## src/rtl/wd_pkg.sv

```systemverilog
package wd_pkg;
  typedef enum logic [1:0] {
    WD_IDLE   = 2'd0,
    WD_WAIT   = 2'd1,
    WD_DONE   = 2'd2,
    WD_FORCED = 2'd3
  } wd_state_e;

  typedef enum logic {
    ACC_IO  = 1'b0,
    ACC_MEM = 1'b1
  } acc_kind_e;
endpackage

```

## src/rtl/wd_tick_sync.sv

```systemverilog
module wd_tick_sync #(
  parameter int STAGES = 2
) (
  input  logic clk,
  input  logic rst,
  input  logic tick_in,
  output logic tick_rise
);
  logic tick_s;
  logic prev_q;

  generate
    if (STAGES == 0) begin : g_direct
      assign tick_s = tick_in;
    end else begin : g_chain
      logic [STAGES-1:0] chain_q;
      always_ff @(posedge clk) begin
        if (rst) chain_q <= '0;
        else if (STAGES == 1) chain_q <= tick_in;
        else chain_q <= {chain_q[STAGES-2:0], tick_in};
      end
      assign tick_s = chain_q[STAGES-1];
    end
  endgenerate

  always_ff @(posedge clk) begin
    if (rst) prev_q <= 1'b0;
    else     prev_q <= tick_s;
  end

  assign tick_rise = tick_s & ~prev_q;
endmodule

```

## src/rtl/wd_cycle_timer.sv

```systemverilog
module wd_cycle_timer
  import wd_pkg::*;
#(
  parameter int EXPIRE_EDGES = 2
) (
  input  logic      clk,
  input  logic      rst,
  input  logic      enable,
  input  logic      cyc_act,
  input  logic      is_mem,
  input  logic      rdy_n,
  input  logic      tick_rise,
  output logic      expire_now,
  output acc_kind_e kind
);
  localparam int CNT_W = (EXPIRE_EDGES > 1) ? $clog2(EXPIRE_EDGES) : 1;
  localparam logic [CNT_W-1:0] LAST = CNT_W'(EXPIRE_EDGES - 1);

  wd_state_e        state_q;
  logic [CNT_W-1:0] cnt_q;
  acc_kind_e        kind_q;

  // Ready is tested before the tick, so ready on the expiry edge wins.
  assign expire_now = enable && cyc_act && (state_q == WD_WAIT) &&
                      rdy_n && tick_rise && (cnt_q == LAST);
  assign kind = kind_q;

  always_ff @(posedge clk) begin
    if (rst || !enable) begin
      state_q <= WD_IDLE;
      cnt_q   <= '0;
      if (rst) kind_q <= ACC_IO;
    end else begin
      unique case (state_q)
        WD_IDLE: begin
          cnt_q <= '0;
          if (cyc_act) begin
            state_q <= WD_WAIT;
            kind_q  <= is_mem ? ACC_MEM : ACC_IO;
          end
        end
        WD_WAIT: begin
          if (!cyc_act)      state_q <= WD_IDLE;
          else if (!rdy_n)   state_q <= WD_DONE;
          else if (tick_rise) begin
            if (cnt_q == LAST) state_q <= WD_FORCED;
            else               cnt_q   <= cnt_q + 1'b1;
          end
        end
        default: begin
          if (!cyc_act) state_q <= WD_IDLE;
        end
      endcase
    end
  end
endmodule

```

## src/rtl/wd_out_stage.sv

```systemverilog
module wd_out_stage
  import wd_pkg::*;
(
  input  logic      clk,
  input  logic      rst,
  input  logic      enable,
  input  logic      cyc_act,
  input  logic      expire_now,
  input  acc_kind_e kind,
  output logic      force_rdy_n,
  output logic      to_io_p,
  output logic      to_mem_p
);
  always_ff @(posedge clk) begin
    if (rst || !enable) begin
      force_rdy_n <= 1'b1;
      to_io_p     <= 1'b0;
      to_mem_p    <= 1'b0;
    end else begin
      to_io_p  <= expire_now && (kind == ACC_IO);
      to_mem_p <= expire_now && (kind == ACC_MEM);
      if (expire_now)    force_rdy_n <= 1'b0;
      else if (!cyc_act) force_rdy_n <= 1'b1;
    end
  end
endmodule

```

## src/rtl/bus_cycle_watchdog.sv

```systemverilog
module bus_cycle_watchdog
  import wd_pkg::*;
#(
  parameter int SYNC_STAGES  = 2,
  parameter int EXPIRE_EDGES = 2
) (
  input  logic clk,
  input  logic rst,
  input  logic cyc_act,
  input  logic is_mem,
  input  logic rdy_n,
  input  logic tick_in,
  input  logic pause_n,
  input  logic hold_ack_n,
  output logic force_rdy_n,
  output logic to_io_p,
  output logic to_mem_p
);
  logic      enable;
  logic      tick_rise;
  logic      expire_now;
  acc_kind_e kind;

  assign enable = pause_n & hold_ack_n;

  wd_tick_sync #(.STAGES(SYNC_STAGES)) u_sync (
    .clk       (clk),
    .rst       (rst),
    .tick_in   (tick_in),
    .tick_rise (tick_rise)
  );

  wd_cycle_timer #(.EXPIRE_EDGES(EXPIRE_EDGES)) u_timer (
    .clk        (clk),
    .rst        (rst),
    .enable     (enable),
    .cyc_act    (cyc_act),
    .is_mem     (is_mem),
    .rdy_n      (rdy_n),
    .tick_rise  (tick_rise),
    .expire_now (expire_now),
    .kind       (kind)
  );

  wd_out_stage u_out (
    .clk         (clk),
    .rst         (rst),
    .enable      (enable),
    .cyc_act     (cyc_act),
    .expire_now  (expire_now),
    .kind        (kind),
    .force_rdy_n (force_rdy_n),
    .to_io_p     (to_io_p),
    .to_mem_p    (to_mem_p)
  );
endmodule

```

## config.mk

```make
export PLATFORM = sky130hd
export DESIGN_NAME = bus_cycle_watchdog
export DESIGN_NICKNAME = d
export VERILOG_FILES = /design/src/rtl/wd_pkg.sv /design/src/rtl/wd_tick_sync.sv /design/src/rtl/wd_cycle_timer.sv /design/src/rtl/wd_out_stage.sv /design/src/rtl/bus_cycle_watchdog.sv
export SDC_FILE = /design/constraint.sdc
export NUM_CORES = 1
export LEC_CHECK = 0
export ABC_AREA = 1
export BUFFER_PORTS_ARGS = -buffer_cell sky130_fd_sc_hd__buf_2
export CORE_AREA = 3 3 40 42
export DETAILED_ROUTE_END_ITERATION = 16
export DIE_AREA = 0 0 43 45
export HOLD_SLACK_MARGIN = 0.05
export RECOVER_POWER = 50
export SETUP_SLACK_MARGIN = 0.02
export SYNTH_ARGS = -nofsm -noshare
export SYNTH_HDL_FRONTEND = slang
export SYNTH_SLANG_ARGS = --single-unit
```

## constraint.sdc

```tcl
create_clock -name clk -period 1.5 [get_ports clk]
set_clock_uncertainty 0.2 [all_clocks]
set_input_delay 0.075 -clock clk [delete_from_list [all_inputs] [get_ports clk]]
set_output_delay 0.075 -clock clk [all_outputs]
set_load 0.05 [all_outputs]
```

==> results <==
- The flow ran to the end, and the final reports show no timing, DRC or antenna violations.
- The count of endpoints failing setup in the final report is 0.
- The fraction of final layout cells with drive strength greater than 1 is 0.158.
- The count of final max-slew check failures is 0.
- The congestion estimate from routability-driven global placement came to 0.736.
- In this run the tightest slew margin relative to its limit is 0.610.
- At the later pin of the worst-skew pair, clock insertion delay measures 0.27 ns.
- The number of global-route vias before repair is 339.
- After synthesis, the cell types taking the most area are sky130_fd_sc_hd__dfxtp_1 45%, sky130_fd_sc_hd__nand2_1 12%, sky130_fd_sc_hd__inv_1 8.4%.
- The synthesized area is 402 sq um.
- The detailed router finished its first iteration with 6 violations.
- The number of failing hold endpoints at the final stage is 0.
- Dividing total power by cell area gives a power density of 902 nW/um^2.
- Dividing the final minimum period by the clock period gives 0.943.
- The setup path with the least slack is of type input port to flop.
- In this run the remaining antenna-violating nets after routing total 0.
- The portion of synthesized area spent on multiplexers is 0.
- The smallest clock period supported by the final layout is computed as 1.41 ns.
- The share of the core filled with cells is 0.445.
- The mean area per synthesized cell is 7.44 sq um.
- The required time of the critical path is 1.44 ns.
- The width of the chip is 43 um.
- The detailed-router iteration count before antenna repair is 4.
- The maximum operating frequency is 707 MHz.
- The synthesis-to-finish area growth is 42.4%.
- The static leakage power is 0.259 nW.
- The highest ir drop seen on vdd is 0.489 mV.
- The cell area after placement is 470 sq um.
- The type of the tightest min-delay check is flop to flop.
- The post-CTS setup buffer count is 0.
- Of the total synthesized cell area, the portion taken by AND, OR, NAND and NOR gates is 0.299.
- In this run, synthesis produced a sequential element count of 10.
- Of the total synthesized cell area, the portion taken by XOR and XNOR cells is 0.
- The detailed router placed 390 vias in this run.
- Counting every net in the synthesized netlist gives 62.
- The worst setup path is launched from an input port.
- CTS built an H-tree with a depth of 1.
- The share of synthesized area in the top cell type comes to 0.449.
- The endpoint class of the critical path is a flop.
- The post-synthesis cell type with the largest combined area is sky130_fd_sc_hd__dfxtp_1.
- Counting every instance in the synthesized netlist gives 54.
- The synthesized-area fraction occupied by adder cells is 0.
- The initial antenna violation count is 0.
- The portion of the post-synthesis area used by sequential elements is 0.523.
- The clock passes through at most 2 buffers.
- The compound-cell area share of the yosys netlist is 0.0935.
- The overflow left after global routing is 0.
- Of the total power, the share spent switching nets is 0.213.
- Setup repair after global routing left no endpoint under its margin.
- The clock share of power is 0.367.
- In the routed design, unresolved DRC markers number 0.
- The number of placement rows is 13.
- In this run the worst path has a maximum fanout of 6.
- The pin count of the biggest net entering global routing is 8.
- Setup slack on the critical path of the routed design comes to 0.0851 ns.
- Across the run, the number of max-cap violations was 0.
- The first global-routing pass estimated 1300 um of wire.
- During placement, the flow inserted port buffers numbering 10.
- With fillers left out, the area of the finished cells amounts to 572 sq um.
- The boundary pin count is 11.
- The number of antenna diodes is 0.
- The internal cell power is 0.406 mW.
- Clock tree synthesis selected as its root buffer the cell sky130_fd_sc_hd__clkbuf_4.
- The relative contribution of sequential cells to total power is 0.541.
- The final-layout setup total negative slack is 0 ns.
- The tightest hold margin is 0.203 ns.
- Before CTS, the worst setup slack after placement is 0.275 ns.
- The clock sink count is 10.
- The post-detailed-route wirelength per cell is 7.93 um.
- The measured slew at the worst slew-check pin is 0.587 ns.
- The die is 45 um tall.
- The TritonCTS clock tree is yes.
- The total design power is 0.515 mW.
- The core box area is 1280 sq um.
- For this run, the number of Yosys warnings is 0.
- The signal arrival time at the worst endpoint is 1.35 ns.
- The combinational share of power is 0.093.
- In the final design database the tool counted 85 nets.
- The CTS clock-pin slew for the worst setup and hold paths is 0.05 ns.
- After detailed routing, the number of vias per cell comes to 4.29.
- After synthesis, the largest family of logic cells by area is simple AND/OR/NAND/NOR gates.
- Excluding fillers, the count of instances in the completed layout stands at 91.
- The switching power of the nets is 0.110 mW.
- The post-synthesis cell type count is 13.
- The die covers 1940 sq um.
- Wires add up to 722 um.
- The total clock buffers created by CTS is 3.
- The detailed placement HPWL is 537 um.
- Once placement completed, the tool counted placed cells totaling 79.
- The global routing usage summed across all routing layers is 0.0944.
- For this configuration, the core starts out at a cell density of 0.313.
[area by class of cell]
type / instances / area (sq um)
Inverter: 9 / 33.8
Timing Repair Buffer: 18 / 128
Sequential cell: 10 / 210
Tap cell: 15 / 18.8
Multi-Input combinational cell: 35 / 155
Fill cell: 142 / 713
Clock buffer: 4 / 26.3
[synthesized netlist by cell type, drive strengths merged]
master / n
a21oi: 3
dfxtp: 9
edfxtp: 1
inv: 9
nand2: 13
nand3: 1
nand3b: 1
nor2: 11
nor3: 1
nor3b: 1
o21ai: 3
o31ai: 1
[metal layers]
layer / global-route usage / routed length, um / vias to the layer above
met5: 0 / 0 / -
met4: 0.0542 / 12 / 0
met3: 0.0598 / 66 / 2
met2: 0.141 / 323 / 14
met1: 0.102 / 318 / 160
li1: - / - / 214
[worst max-delay path, stage by stage]
cell,delay (ns)
sky130_fd_sc_hd__dlygate4sd3_1,0.52
sky130_fd_sc_hd__buf_2,0.16
sky130_fd_sc_hd__nor2_1,0.05
sky130_fd_sc_hd__dlygate4sd3_1,0.55
[power by group through the flow]
stage	registers, mW	logic, mW	clock network (mW)
detailed placement	0.285	0.0325	0
finish	0.279	0.0479	0.189
global route	0.279	0.0541	0.217
floorplan	0.284	0.0184	0
global placement	0.285	0.0325	0
CTS	0.278	0.0484	0.200
[layout by cell type (no fill, tap or decap)]
| cell type | count |
|---|---|
| sky130_fd_sc_hd__a21oi_1 | 3 |
| sky130_fd_sc_hd__dlygate4sd3_1 | 8 |
| sky130_fd_sc_hd__edfxtp_1 | 1 |
| sky130_fd_sc_hd__nor2_2 | 1 |
| sky130_fd_sc_hd__clkbuf_1 | 3 |
| sky130_fd_sc_hd__o21ai_0 | 3 |
| sky130_fd_sc_hd__dfxtp_1 | 9 |
| sky130_fd_sc_hd__nand2_1 | 13 |
| sky130_fd_sc_hd__nor3b_1 | 1 |
| sky130_fd_sc_hd__nor2_1 | 10 |
| sky130_fd_sc_hd__nor3_1 | 1 |
| sky130_fd_sc_hd__buf_2 | 7 |
| sky130_fd_sc_hd__nand3_1 | 1 |
| sky130_fd_sc_hd__nand3b_1 | 1 |
| sky130_fd_sc_hd__o31ai_1 | 1 |
| sky130_fd_sc_hd__inv_1 | 9 |
| sky130_fd_sc_hd__clkbuf_4 | 3 |
| sky130_fd_sc_hd__clkbuf_2 | 1 |
[logic make-up (layout without fill, tap and decap cells)]
group                  count (synthesis)  count (layout)
AOI/OAI and AO/OA                      7               7
buffers and inverters                  9              31
and+or+nand+nor                       28              28
DFF                                   10              10
[state kept, by name (all words and copies together) (netlist names)]
register,count
u_sync.prev_q,1
u_out.to_mem_p,1
u_timer.kind,1
u_sync.g_chain.chain_q,2
u_timer.state_q,2
u_out.to_io_p,1
u_out.force_rdy_n,1
u_timer.cnt_q,1
[worst paths after layout]
kind	slack, ns	cells after the start	end	from
max	0.09	4	u_sync.g_chain.chain_q[0]	rst
min	0.20	2	u_sync.g_chain.chain_q[1]	u_sync.g_chain.chain_q[0]
max reg2reg	0.27	5	u_timer.state_q[0]	u_timer.state_q[0]
min reg2reg	0.20	2	u_sync.g_chain.chain_q[1]	u_sync.g_chain.chain_q[0]
[repair_timing]
item                                   4_1_cts  5_1_grt
endpoints found under the hold margin       11        0
gates resized for setup                      0        0
hold buffers                                 8        0
Note: power is estimated with default switching activity, not from simulation.
